`src/rtl/incr_ds_pkg.sv`:
```
package incr_ds_pkg;

  typedef enum logic {
    ST_IDLE = 1'b0,
    ST_RUN  = 1'b1
  } conv_state_e;

  // Maps a modulator bit onto a two-bit signed step of +1 or -1.
  function automatic logic signed [1:0] bip_step(input logic b);
    return b ? 2'sd1 : -2'sd1;
  endfunction

  // Adds one integrator input to its running value.
  function automatic logic [63:0] integ_add(input logic [63:0] acc, input logic [63:0] inc);
    return acc + inc;
  endfunction

  // Binomial coefficient, evaluated at elaboration for bound checks.
  function automatic longint binom(input int n, input int k);
    longint r;
    r = 1;
    for (int i = 1; i <= k; i++) r = (r * longint'(n - k + i)) / longint'(i);
    return r;
  endfunction

endpackage

```
`src/rtl/incr_ds_seq.sv`:
```
module incr_ds_seq
  import incr_ds_pkg::*;
#(
  parameter int NCYC = 256,
  parameter int CW   = 9
) (
  input  logic          clk,
  input  logic          rst_n,
  input  logic          start_i,
  input  logic          vld_i,
  output logic          clr_o,
  output logic          acc_en_o,
  output logic          last_o,
  output logic          busy_o,
  output logic          done_o,
  output logic          modrst_o,
  output logic [CW-1:0] cnt_o
);

  localparam logic [CW-1:0] LAST_IDX = CW'(NCYC - 1);

  conv_state_e   st_q;
  logic [CW-1:0] cnt_q;
  logic          done_q;
  logic          modrst_q;
  logic          run_w;

  assign run_w    = (st_q == ST_RUN);
  assign clr_o    = start_i;
  assign acc_en_o = run_w && vld_i && !start_i;
  assign last_o   = acc_en_o && (cnt_q == LAST_IDX);

  always_ff @(posedge clk or negedge rst_n) begin
    if (!rst_n) begin
      st_q     <= ST_IDLE;
      cnt_q    <= '0;
      done_q   <= 1'b0;
      modrst_q <= 1'b0;
    end else begin
      done_q   <= last_o;
      modrst_q <= start_i;
      if (start_i) begin
        st_q  <= ST_RUN;
        cnt_q <= '0;
      end else if (last_o) begin
        st_q  <= ST_IDLE;
        cnt_q <= '0;
      end else if (acc_en_o) begin
        cnt_q <= cnt_q + 1'b1;
      end
    end
  end

  assign busy_o   = run_w;
  assign done_o   = done_q;
  assign modrst_o = modrst_q;
  assign cnt_o    = cnt_q;

endmodule

```
`src/rtl/incr_ds_integ.sv`:
```
module incr_ds_integ
  import incr_ds_pkg::*;
#(
  parameter int W = 19
) (
  input  logic         clk,
  input  logic         rst_n,
  input  logic         clr_i,
  input  logic         en_i,
  input  logic [W-1:0] add_i,
  output logic [W-1:0] nxt_o,
  output logic [W-1:0] sum_o
);

  logic [W-1:0] sum_q;
  logic [63:0]  wide_w;

  assign wide_w = integ_add(64'(sum_q), 64'(add_i));
  assign nxt_o  = wide_w[W-1:0];

  always_ff @(posedge clk or negedge rst_n) begin
    if (!rst_n)     sum_q <= '0;
    else if (clr_i) sum_q <= '0;
    else if (en_i)  sum_q <= nxt_o;
  end

  assign sum_o = sum_q;

endmodule

```
`src/rtl/incr_ds_decim.sv`:
```
module incr_ds_decim
  import incr_ds_pkg::*;
#(
  parameter  int ORDER = 2,
  parameter  int NCYC  = 256,
  localparam int LOGN  = $clog2(NCYC + 1),
  localparam int ACC_W = ORDER * LOGN + 1
) (
  input  logic             clk,
  input  logic             rst_n,
  input  logic             conv_start_i,
  input  logic             mod_bit_i,
  input  logic             mod_vld_i,
  output logic             mod_rst_o,
  output logic             busy_o,
  output logic             done_o,
  output logic [ACC_W-1:0] result_o
);

  localparam int CW = LOGN;

  // Named internal events, brought out for the bound checker.
  logic                         clr_w;
  logic                         acc_en_w;
  logic                         last_w;
  logic [CW-1:0]                cnt_w;
  logic signed [1:0]            step_w;
  logic [ORDER-1:0][ACC_W-1:0]  add_w;
  logic [ORDER-1:0][ACC_W-1:0]  nxt_w;
  logic [ORDER-1:0][ACC_W-1:0]  sum_w;
  logic [ORDER*ACC_W-1:0]       state_flat_w;
  logic [ACC_W-1:0]             result_q;

  incr_ds_seq #(
    .NCYC (NCYC),
    .CW   (CW)
  ) u_seq (
    .clk      (clk),
    .rst_n    (rst_n),
    .start_i  (conv_start_i),
    .vld_i    (mod_vld_i),
    .clr_o    (clr_w),
    .acc_en_o (acc_en_w),
    .last_o   (last_w),
    .busy_o   (busy_o),
    .done_o   (done_o),
    .modrst_o (mod_rst_o),
    .cnt_o    (cnt_w)
  );

  assign step_w = bip_step(mod_bit_i);

  for (genvar k = 0; k < ORDER; k++) begin : g_stage
    if (k == 0) begin : g_head
      assign add_w[k] = {{(ACC_W-2){step_w[1]}}, step_w};
    end else begin : g_chain
      assign add_w[k] = nxt_w[k-1];
    end

    incr_ds_integ #(
      .W (ACC_W)
    ) u_integ (
      .clk   (clk),
      .rst_n (rst_n),
      .clr_i (clr_w),
      .en_i  (acc_en_w),
      .add_i (add_w[k]),
      .nxt_o (nxt_w[k]),
      .sum_o (sum_w[k])
    );
  end

  assign state_flat_w = sum_w;

  always_ff @(posedge clk or negedge rst_n) begin
    if (!rst_n)      result_q <= '0;
    else if (last_w) result_q <= nxt_w[ORDER-1];
  end

  assign result_o = result_q;

endmodule

```
`config.mk`:
```
export PLATFORM = sky130hd
export DESIGN_NAME = incr_ds_decim
export DESIGN_NICKNAME = d
export VERILOG_FILES = /design/src/rtl/incr_ds_pkg.sv /design/src/rtl/incr_ds_seq.sv /design/src/rtl/incr_ds_integ.sv /design/src/rtl/incr_ds_decim.sv
export SDC_FILE = /design/constraint.sdc
export NUM_CORES = 1
export LEC_CHECK = 0
export CAP_MARGIN = 20
export CORE_ASPECT_RATIO = 1.25
export CORE_UTILIZATION = 55
export CTS_CLUSTER_DIAMETER = 80
export DETAILED_ROUTE_END_ITERATION = 8
export GPL_ROUTABILITY_DRIVEN = 1
export PLACE_DENSITY = 0.77
export SETUP_SLACK_MARGIN = 0.1
export SYNTH_ARGS = -nofsm -noshare
export SYNTH_HDL_FRONTEND = slang
export SYNTH_SLANG_ARGS = --single-unit
export TNS_END_PERCENT = 20
```
`constraint.sdc`:
```
create_clock -name clk -period 3.74 [get_ports clk]
set_input_delay 0.748 -clock clk [delete_from_list [all_inputs] [get_ports clk]]
set_output_delay 0.748 -clock clk [all_outputs]
set_load 0.03 [all_outputs]
```
==> results of run 1 <==
placed cells by master, fill, tap and decap left out, types with 5 or more instances in the layout:
| cell type | synthesis | layout |
|---|---|---|
| a211oi_1 | 7 | 5 |
| a21o_1 | 13 | 13 |
| a21oi_1 | 36 | 28 |
| a21oi_2 | 1 | 9 |
| and2_1 | 6 | 5 |
| buf_4 | 0 | 127 |
| clkbuf_8 | 0 | 10 |
| clkdlybuf4s50_1 | 0 | 24 |
| dfrtp_1 | 69 | 69 |
| ha_1 | 37 | 27 |
| ha_4 | 0 | 10 |
| inv_1 | 16 | 15 |
| nand2_1 | 63 | 61 |
| nand2b_1 | 7 | 6 |
| nand3_1 | 12 | 11 |
| nand3b_1 | 6 | 6 |
| nand4_1 | 6 | 6 |
| nor2_1 | 43 | 39 |
| nor2b_1 | 8 | 6 |
| o21ai_0 | 32 | 25 |
| o21ai_1 | 15 | 17 |
| o21ai_2 | 0 | 5 |
| or3_1 | 7 | 7 |
| xnor2_1 | 19 | 12 |
| xnor2_2 | 0 | 7 |
| xor2_1 | 14 | 13 |
registers in the layout (all words and copies together), names as in the netlist:
register               cells
u_seq.busy_o               1
g_stage.u_integ.sum_o     38
u_seq.modrst_o             1
result_o                  19
u_seq.done_o               1
u_seq.cnt_o                9
metrics by stage:
stage               setup TNS (ns)  std cells  hold WS [ns]  cell area, sq um
finish                      -3.578        772        0.4768              6569
global route                -5.312        772        0.5048              6569
CTS                        -0.3558        768        0.4780              6416
detailed placement          -22.74        745        0.4591              5873
global placement            -19.69        745        0.4537              5873
floorplan                   -4.245        522        0.4453              4659
final cells by class:
type                            instances  area, sq um  area share, %
Timing Repair Buffer                  158         1279          19.47
Inverter                               17        67.56          1.029
Clock inverter                          6        43.79         0.6667
Multi-Input combinational cell        415         3193          48.61
Clock buffer                           10        137.6          2.095
Sequential cell                        69         1727          26.29
Tap cell                               97        121.4          1.848
cell usage after synthesis, types with 3 or more instances:
library cell / number / share of area, %
nor2b_1: 8 / 1.1
xnor2_1: 19 / 3.6
clkbuf_1: 16 / 1.3
nand2_1: 63 / 5.1
o21bai_1: 3 / 0.48
nor2_1: 43 / 3.5
a22o_1: 3 / 0.56
o21ai_1: 15 / 1.6
ha_1: 37 / 9.9
a21o_1: 13 / 2.1
a211oi_1: 7 / 1.1
nand3b_1: 6 / 0.97
o211ai_1: 4 / 0.65
nand3_1: 12 / 1.3
nor3_1: 6 / 0.65
or4_1: 4 / 0.65
nand4_1: 6 / 0.81
inv_1: 16 / 1.3
nor3b_1: 3 / 0.48
buf_2: 4 / 0.43
o21ai_0: 32 / 3.4
and2_1: 6 / 0.81
nand2b_1: 7 / 0.94
or3_1: 7 / 0.94
dfrtp_1: 69 / 37
a21boi_1: 4 / 0.65
a21oi_1: 36 / 3.9
xor2_1: 14 / 2.6
per-layer routing:
metal / track usage (%) / up-vias / share of wire [%]
met5: 0 / - / 0
li1: - / 2150 / -
met4: 19.21 / 0 / 5.4
met2: 62.59 / 175 / 52
met3: 5.608 / 64 / 5.8
met1: 36.19 / 2226 / 37
cell families (layout without fill, tap and decap cells):
| family | after synthesis | after routing | share of synthesized area (%) |
|---|---|---|---|
| mux | 7 | 7 | 1.694 |
| xor+xnor | 34 | 34 | 6.695 |
| buf+inv | 38 | 191 | 3.173 |
| fa+ha+maj | 39 | 39 | 10.81 |
| compound gates | 151 | 151 | 21.21 |
| flops | 69 | 69 | 37.11 |
| simple gates | 184 | 184 | 19.31 |
critical path: stages:
cell,delay [ns]
buf_8,0.08
clkinvlp_4,0.12
buf_12,0.17
ha_4,0.23
a21o_1,0.16
a21o_1,0.19
a21oi_2,0.17
a21boi_2,0.12
nor2_4,0.19
o21ai_2,0.09
xnor2_1,0.35
ha_1,0.36
a21oi_1,0.26
o22ai_2,0.13
nor3_2,0.17
a2bb2oi_2,0.19
buf_4,0.13
a21o_1,0.10
mux2i_1,0.07
mux2_1,0.31
power groups by stage:
stage	Sequential, uW	Clock [uW]	Combinational [uW]
final	962	588	2950
after CTS	956	592	2650
after global routing	973	618	3150
after global placement	957	0	2280
after detailed placement	962	0	2360
after floorplan	927	0	1340
how the worst max path moves through the flow:
stage | endpoint | cells past startpoint
after global routing | g_stage[1].u_integ.sum_o[18] | 18
after floorplan | g_stage[1].u_integ.sum_o[18] | 16
final | g_stage[1].u_integ.sum_o[18] | 20
after global placement | g_stage[1].u_integ.sum_o[18] | 19
after CTS | g_stage[1].u_integ.sum_o[18] | 19
after detailed placement | g_stage[1].u_integ.sum_o[18] | 18
repair_timing:
| action | CTS | global route |
|---|---|---|
| hold buffers | 0 | 0 |
| gates cloned | 0 | 0 |
| gates resized for setup | 60 | 28 |
| hold endpoints to repair | 0 | 0 |
| buffers inserted | 7 | 4 |
| setup endpoints to repair | 24 | 22 |
| pin swaps | 37 | 23 |
==> impl_summary.log, run 1 <==
[metrics] result of the run: complete, but fails checks
[metrics] violated checks: design-rule violations, negative setup slack
[metrics] Comb pwr share: 65.5%
[metrics] final net count: 714
[metrics] die area: 0.008834 sq mm
[metrics] remaining number of nets flagged by the antenna check after routing: 0
[metrics] critical path arrival: 4.37 ns
[metrics] max-slew violation count: 0
[metrics] fraction of layout cells with a size suffix above 1: 33.93%
[metrics] TritonCTS clock tree: done
[metrics] fraction of power spent switching nets: 42.42%
[metrics] maximum clock skew at final layout: 0.01167 ns
[metrics] sequential group share of total power: 21.4%
[metrics] detailed placer's ending HPWL: 9797 um
[metrics] number of clock sinks: 69
[metrics] post-route DRC violation count: 8
[metrics] number of cells on the worst reg-to-reg path: 18
[metrics] maximum vdd drop: 480.6 uV
[metrics] drt pass-1 iters: 6
[metrics] maximum number of pins on one net before global-route repair: 70
[metrics] count of final setup violators: 14
[metrics] Worst Hold Endpoint: result_o[0]
[metrics] Syn Area/Cell: 8.914 sq um
[metrics] path type of the worst min-delay path: reg2reg
[metrics] count of H-tree levels built during CTS: 3
[metrics] Crit. End Element: register
[metrics] final cell utilization of the core: 79.71%
[metrics] Worst Tran Pin Value: 0.8957 ns
[metrics] net load switching power: 1908 uW
[metrics] maxcap violations: 0
[metrics] fraction of registers with async set/reset: 100.0%
[metrics] number of design-rule violations left by the first detailed-router iteration: 278
[metrics] Design Power: 4497 uW
[metrics] minimum setup slack after placement: -1.261 ns
[metrics] count of synthesis-stage warnings from yosys: 0
[metrics] synth unique cells: 72
[metrics] areal power density over the cells: 684.5 mW/mm^2
[metrics] Via Count: 4615
[metrics] Clock power frac: 13.1%
[metrics] port bufs: 26
[metrics] die width: 84.27 um
[metrics] total grt overflow: 0
[metrics] setup slack of the most critical reg-to-reg path: -0.12 ns
[metrics] die boundary height: 104.8 um
[metrics] Pleak: 0.003093 uW
[metrics] area delta synth->final: 41.17%
[metrics] initial antenna violation count: 0
[metrics] Final Routed Wirelength: 14720 um
[metrics] Cell Rows: 37
[metrics] number of antenna repair diodes: 0
[metrics] Hold Path Stages: 2
[metrics] normalized max-slew margin: 40.29%
[metrics] critical path peak fanout: 6
[metrics] number of placed I/O pins: 27
[metrics] synthesized netlist net count: 566
[metrics] root buf cell: clkbuf_8
[metrics] cell count after synthesis: 522
[metrics] final critical path time including I/O delays and setup: 4.105 ns
[metrics] mean number of vias per cell: 5.978
[metrics] worst r2r src: g_stage[0].u_integ.sum_o[1]
[metrics] fraction of the yosys area taken by sequential cells: 37.11%
[metrics] count of filler cells inserted in the layout: 501
[metrics] RSZ-0062 raised after global routing: yes
[metrics] Final Hold Violating Endpoints: 0
[metrics] Worst Slack Setup Final: -0.3648 ns
[metrics] internal cell power: 2589 uW
[metrics] total global-route track usage: 33.92%
[metrics] destination of the worst register-to-register timing path: g_stage[1].u_integ.sum_o[18]
[metrics] critical path data required time: 4.00 ns
[metrics] maximum clock frequency: 0.2436 GHz
[metrics] number of global-route vias before repair: 4889
[metrics] Post-synth EDFFs: 0
[metrics] CORE AREA: 0.008240 sq mm
[metrics] starting utilization of the core area: 56.47%
[metrics] crit path launch type: primary input
[metrics] post-detailed-route wirelength per cell: 19.07 um
[metrics] synthesis-stage register bit count: 69
[metrics] maximum clock insertion buffer count: 2
[metrics] critical path startpoint: mod_bit_i
[metrics] period utilization: 109.8%
[metrics] startpoint of the tightest hold check path: result_o[0]
[metrics] Reg clk slew, reported paths: 0.08 ns
[metrics] latest clock arrival within the worst-skew pair: 0.37 ns
[metrics] wire length of the first global-routing pass: 23090 um
[metrics] number of buffers inserted during clock tree synthesis: 9
[metrics] synthesized area: 0.004653 sq mm
[metrics] critical setup path kind: in2reg
[metrics] weighted congestion reported at the end of routability-driven placement: 0.9836
[metrics] most frequently used flop master after synthesis: dfrtp_1
No activity file was read; power rests on OpenSTA's default activity.
==> run 2, diff against run 1 <==
PLACE_DENSITY = 0.84   (was 0.77)
==> run 2 against run 1 <==
Net effect:
- the flow finishes with violations (negative setup slack)
- largest cell class unchanged
- combinational power grew 14%
- clock skew grew 0.010 ns
- routed wire length grew 25%
- flip-flop and latch count is the same
- non-clock buffer count grew 10
- sequential share of layout area shrank 1.2 points
==> impl_summary.log, run 2 (synthesis results as in run 1) <==
[metrics] maximum vdd drop: 604.1 uV
[metrics] Final Hold Violating Endpoints: 0
[metrics] path type of the worst min-delay path: reg2reg
[metrics] areal power density over the cells: 716.0 mW/mm^2
[metrics] delay contributed by the slowest stage of the critical path: 0.34 ns
[metrics] maxcap violations: 0
[metrics] flip-flop count of the largest register after layout: 38
[metrics] die boundary height: 104.8 um
[metrics] maximum clock insertion buffer count: 2
[metrics] wire length of the first global-routing pass: 25150 um
[metrics] total cell area at the placement stage: 0.005846 sq mm
[metrics] post-detailed-route wirelength per cell: 23.53 um
[metrics] fraction of power spent switching nets: 44.15%
[metrics] fraction of layout cells with a size suffix above 1: 37.96%
[metrics] max-slew violation count: 0
[metrics] Via Count: 5256
[metrics] area delta synth->final: 47.97%
[metrics] Final Routed Wirelength: 18400 um
[metrics] drt pass-1 iters: 6
[metrics] CORE AREA: 0.008240 sq mm
[metrics] Reg clk slew, reported paths: 0.08 ns
[metrics] violated checks: negative setup slack
[metrics] number of antenna repair diodes: 0
[metrics] count of H-tree levels built during CTS: 3
[metrics] commonest cells after routing, fill and taps aside: buf_4 (133), dfrtp_1 (69), nand2_1 (61)
[metrics] maximum number of pins on one net before global-route repair: 70
[metrics] Pleak: 0.003178 uW
[metrics] number of placed I/O pins: 27
[metrics] Clock power frac: 11.9%
[metrics] period utilization: 112.7%
[metrics] final critical path time including I/O delays and setup: 4.215 ns
[metrics] die width: 84.27 um
[metrics] detailed placer's ending HPWL: 9548 um
[metrics] hold buffer count at CTS: 0
[metrics] critical-path cell list: buf_8 > clkinvlp_4 > buf_12 > buf_6 > ha_4 > a21o_1 > a21oi_2 > nand2b_4 > a211oi_4 > nor2_4 > xnor2_2 > ha_1 > and2_4 > a221o_1 > a31o_4 > a2bb2oi_2 > nand3_1 > mux2i_1 > mux2_1
[metrics] starting utilization of the core area: 56.47%
[metrics] Worst Slack Setup Final: -0.4755 ns
[metrics] total grt overflow: 0
[metrics] number of global-route vias before repair: 5231
[metrics] count of buffering cells on the critical path with inverters included: 4
[metrics] net load switching power: 2176 uW
[metrics] final net count: 724
[metrics] initial antenna violation count: 0
[metrics] die area: 0.008834 sq mm
[metrics] Design Power: 4930 uW
[metrics] maximum clock frequency: 0.2372 GHz
[metrics] Slowest cell on crit path: a221o_1
[metrics] total global-route track usage: 37.19%
[metrics] critical path data required time: 3.99 ns
[metrics] latest clock arrival within the worst-skew pair: 0.38 ns
[metrics] post-route DRC violation count: 0
[metrics] remaining number of nets flagged by the antenna check after routing: 0
[metrics] Crit. End Element: register
[metrics] internal cell power: 2754 uW
[metrics] normalized max-slew margin: 39.66%
[metrics] Worst path top cell family by delay: compound AO/OA/AOI/OAI gates
[metrics] maximum clock skew at final layout: 0.02195 ns
[metrics] number of buffers inserted during clock tree synthesis: 9
[metrics] count of final setup violators: 19
[metrics] setup slack of the most critical reg-to-reg path: -0.21 ns
[metrics] sequential group share of total power: 19.9%
[metrics] critical setup path kind: in2reg
[metrics] post-route design area: 0.006885 sq mm
[metrics] number of clock sinks: 69
[metrics] mean number of vias per cell: 6.721
[metrics] Cell Rows: 37
[metrics] result of the run: complete, but fails checks
[metrics] most common library cell in the layout ignoring fill and taps: buf_4
[metrics] port bufs: 26
[metrics] Worst Tran Pin Value: 0.9051 ns
[metrics] RSZ-0062 raised after global routing: yes
[metrics] Hold Slack: 0.4860 ns
[metrics] final cell utilization of the core: 83.56%
[metrics] root buf cell: clkbuf_8
[metrics] number of design-rule violations left by the first detailed-router iteration: 612
[metrics] TritonCTS clock tree: done
[metrics] critical path peak fanout: 7
[metrics] crit path launch type: primary input
[metrics] count of filler cells inserted in the layout: 370
[metrics] critical path arrival: 4.47 ns
[metrics] weighted congestion reported at the end of routability-driven placement: 0.9511
[metrics] Comb pwr share: 68.3%
-- run 2: cell count changes in the layout (fill, tap and decap cells not counted), moves of 4 or more --
cell | before | now
ha_1 | 27 | 19
o21ai_0 | 25 | 17
ha_4 | 10 | 17
buf_4 | 127 | 133
o21ai_1 | 17 | 21
-- run 2: layer usage --
layer,global-route usage [%],wire [um],vias to the layer above
met5,0.6061,0,-
li1,-,-,2179
met1,39.27,6157,2527
met3,7.820,1556,150
met4,28.20,1633,0
met2,64.40,9056,400
-- run 2: power groups by stage --
| stage | clock network, uW | registers, uW | logic [uW] |
|---|---|---|---|
| 2_1_floorplan | 0 | 927 | 1340 |
| 6_report | 586 | 979 | 3360 |
| 3_5_place_dp | 0 | 955 | 2340 |
| 3_3_place_gp | 0 | 950 | 2250 |
| 5_1_grt | 613 | 983 | 3530 |
| 4_1_cts | 574 | 958 | 2620 |
-- run 2: worst reg2reg max path: cells and delay by family, from the launching register on --
kind,cells,cell delay [ns]
compound gates,6,1.34
buf+inv,1,0.16
mux,2,0.51
xor+xnor,1,0.33
flops,1,0.40
simple gates,4,0.54
fa+ha+maj,2,0.56
-- run 2: worst paths after layout --
kind	endpoint	startpoint	cells after the start
max in group asynchronous	g_stage[0].u_integ.sum_o[1]	rst_n	2
min in group asynchronous	g_stage[0].u_integ.sum_o[0]	rst_n	2
max	g_stage[1].u_integ.sum_o[18]	mod_bit_i	19
max reg2reg	g_stage[1].u_integ.sum_o[18]	g_stage[0].u_integ.sum_o[1]	16
min reg2reg	result_o[0]	result_o[0]	2
min	result_o[0]	result_o[0]	2
-- run 2: layout make-up --
cell class / count / area (sq um) / share of cell area, %
multi-input combinational: 415 / 3417 / 49.63
sequential: 69 / 1727 / 25.08
timing repair buffer: 168 / 1378 / 20.01
clock buffer: 10 / 127.6 / 1.854
tap: 97 / 121.4 / 1.763
inverter: 17 / 67.56 / 0.9813
clock inverter: 6 / 47.55 / 0.6905
-- run 2: through the flow --
| step | TNS (ns) | instances | setup WS [ns] |
|---|---|---|---|
| final | -4.588 | 782 | -0.4755 |
| after global routing | -5.677 | 782 | -0.4984 |
| after CTS | -0.6140 | 770 | -0.1658 |
| after detailed placement | -26.35 | 743 | -1.331 |
| after global placement | -21.99 | 743 | -1.226 |
| after floorplan | -4.245 | 522 | -0.5880 |
-- run 2: what timing repair did --
item,in CTS,in global routing
setup endpoints to repair,26,22
hold endpoints to repair,0,0
resized for setup,70,67
pin swaps,39,46
cloned,0,0
buffers inserted,11,12
==> run 3, diff against run 2 <==
ABC_CLOCK_PERIOD_IN_PS = 3740   (was not set)
CORE_UTILIZATION = 40   (was 55)
GPL_TIMING_DRIVEN = 0   (was not set)
PLACE_DENSITY = 0.66   (was 0.84)
==> run 3 against run 2 <==
Net effect:
- the flow still finishes with violations (negative setup slack)
- sequential power decreased by 2.8%
- critical path depth unchanged
- flip-flop and latch count unchanged
- die area increased by 37%
- count of clock-buffer cells in the layout unchanged
- non-clock buffer count decreased by 90
- design area decreased by 11%
- worst hold slack got worse by 0.016 ns
- first-iteration DRC count decreased by 62%
- via count decreased by 20%
- utilization decreased by 29 points
- critical path type unchanged
==> impl_summary.log, run 3 (synthesis results as in run 1) <==
[metrics] RSZ-0062 raised after global routing: yes
[metrics] Worst Tran Pin Value: 0.9005 ns
[metrics] period utilization: 108.5%
[metrics] critical setup path kind: in2reg
[metrics] detailed placer's ending HPWL: 8813 um
[metrics] flip-flop count of the largest register after layout: 38
[metrics] max-slew violation count: 0
[metrics] final net count: 634
[metrics] Final Hold Violating Endpoints: 0
[metrics] maximum clock insertion buffer count: 2
[metrics] die width: 98.47 um
[metrics] weighted congestion reported at the end of routability-driven placement: 0.9398
[metrics] Met1 Wirelength: 5182 um
[metrics] area delta synth->final: 32.13%
[metrics] count of filler cells inserted in the layout: 984
[metrics] fraction of layout cells with a size suffix above 1: 22.69%
[metrics] met2 wire length: 6711 um
[metrics] Reg clk slew, reported paths: 0.06 ns
[metrics] root buf cell: clkbuf_16
[metrics] Worst Hold Endpoint: result_o[0]
[metrics] CORE AREA: 0.01119 sq mm
[metrics] most common library cell in the layout ignoring fill and taps: dfrtp_1
[metrics] Pleak: 0.002672 uW
[metrics] Final Routed Wirelength: 13120 um
[metrics] areal power density over the cells: 706.9 mW/mm^2
[metrics] number of clock sinks: 69
[metrics] maximum clock skew at final layout: 0.008010 ns
[metrics] maximum number of pins on one net before global-route repair: 70
[metrics] total global-route track usage: 22.76%
[metrics] wire length of the first global-routing pass: 21000 um
[metrics] wire length on met3: 545 um
[metrics] highest signal layer in the routed design: met4
[metrics] critical path data required time: 3.96 ns
[metrics] startpoint of the tightest hold check path: result_o[0]
[metrics] Cell Rows: 43
[metrics] TritonCTS clock tree: done
[metrics] Worst Slack Setup Final: -0.3183 ns
[metrics] Design Power: 4346 uW
[metrics] number of antenna repair diodes: 0
[metrics] number of design-rule violations left by the first detailed-router iteration: 231
[metrics] post-detailed-route wirelength per cell: 17.97 um
[metrics] die area: 0.01207 sq mm
[metrics] critical path arrival: 4.28 ns
[metrics] starting utilization of the core area: 41.58%
[metrics] mean number of vias per cell: 5.755
[metrics] critical path startpoint: mod_bit_i
[metrics] number of global-route vias before repair: 4329
[metrics] initial antenna violation count: 0
[metrics] number of cells on the worst reg-to-reg path: 17
[metrics] worst r2r src: g_stage[0].u_integ.sum_o[0]
[metrics] drt pass-1 iters: 4
[metrics] critical path peak fanout: 6
[metrics] number of placed I/O pins: 27
[metrics] post-route DRC violation count: 0
[metrics] path type of the worst min-delay path: reg2reg
[metrics] Crit. End Element: register
[metrics] maximum vdd drop: 413.1 uV
[metrics] die boundary height: 122.6 um
[metrics] final critical path time including I/O delays and setup: 4.058 ns
[metrics] maximum clock frequency: 0.2464 GHz
[metrics] Hold Slack: 0.4701 ns
[metrics] commonest cells after routing, fill and taps aside: dfrtp_1 (69), nand2_1 (61), nor2_1 (40)
[metrics] port bufs: 26
[metrics] count of H-tree levels built during CTS: 3
[metrics] crit path launch type: primary input
[metrics] Via Count: 4201
[metrics] remaining number of nets flagged by the antenna check after routing: 0
[metrics] Hold Path Stages: 2
[metrics] count of final setup violators: 15
[metrics] latest clock arrival within the worst-skew pair: 0.34 ns
[metrics] setup slack of the most critical reg-to-reg path: -0.25 ns
[metrics] violated checks: negative setup slack
[metrics] normalized max-slew margin: 39.97%
[metrics] destination of the worst register-to-register timing path: g_stage[1].u_integ.sum_o[18]
[metrics] maxcap violations: 0
[metrics] total grt overflow: 0
[metrics] number of buffers inserted during clock tree synthesis: 9
[metrics] result of the run: complete, but fails checks
## run 3: final cells by class
class                   instances  area [sq um]  area share (%)
clock inverters                 6         93.84           1.526
multi-input cells             415          3261           53.03
inverters                      17         71.32           1.160
clock buffers                  10         229.0           3.724
well taps                     135         168.9           2.747
plain buffers                  21         91.34           1.486
repair buffers                 57         506.7           8.242
flip-flops and latches         69          1727           28.08
## run 3: worst max-delay path, stage by stage
cell	delay [ns]
buf_8	0.09
clkinvlp_4	0.10
buf_6	0.16
ha_4	0.23
and2_4	0.18
a221oi_4	0.32
a21oi_2	0.11
o211ai_2	0.25
a21boi_4	0.13
or3_4	0.36
nand3_4	0.12
ha_4	0.18
nand2_4	0.07
nor2_4	0.13
nand2_2	0.06
or3b_4	0.39
a21o_1	0.20
mux2i_1	0.14
mux2_1	0.33
## run 3: routing by layer
layer / global-route usage (%) / vias to the layer above
li1: - / 2007
met1: 25.66 / 2029
met2: 37.98 / 114
met3: 4.897 / 51
met4: 17.35 / 0
met5: 0 / -
## run 3: how the worst max path moves through the flow
| stage | to | slack (ns) | depth (start not counted) |
|---|---|---|---|
| 2_1_floorplan | g_stage[1].u_integ.sum_o[18] | -0.59 | 16 |
| 3_3_place_gp | g_stage[1].u_integ.sum_o[18] | -1.89 | 17 |
| 3_5_place_dp | g_stage[1].u_integ.sum_o[18] | -1.95 | 17 |
| 4_1_cts | g_stage[1].u_integ.sum_o[18] | -0.26 | 19 |
| 5_1_grt | g_stage[1].u_integ.sum_o[18] | -0.49 | 19 |
| 6_report | g_stage[1].u_integ.sum_o[18] | -0.32 | 19 |
## run 3: metrics by stage
stage | setup TNS (ns) | util (%) | cell area, sq um | setup slack, ns | std cells
3_5_place_dp | -39.77 | 45.45 | 5086 | -1.945 | 683
5_1_grt | -4.927 | 54.94 | 6148 | -0.4935 | 730
6_report | -2.115 | 54.94 | 6148 | -0.3183 | 730
4_1_cts | -1.737 | 52.19 | 5841 | -0.2588 | 720
2_1_floorplan | -4.245 | - | 4659 | -0.5880 | 522
3_3_place_gp | -73.19 | 45.47 | 5089 | -1.885 | 683
## run 3: where the power goes
part | switching [uW] | internal (uW) | leakage (uW)
clock network | 352 | 591 | 0.000154
logic | 1320 | 1130 | 0.00159
registers | 90.6 | 862 | 0.000927
total | 1760 | 2580 | 0.00267
## run 3: what timing repair did
item                       in CTS  in global routing
hold buffers                    0                  0
pin swaps                      36                 35
resized for setup              63                 44
setup endpoints to repair      30                 22
setup buffers                  21                 10
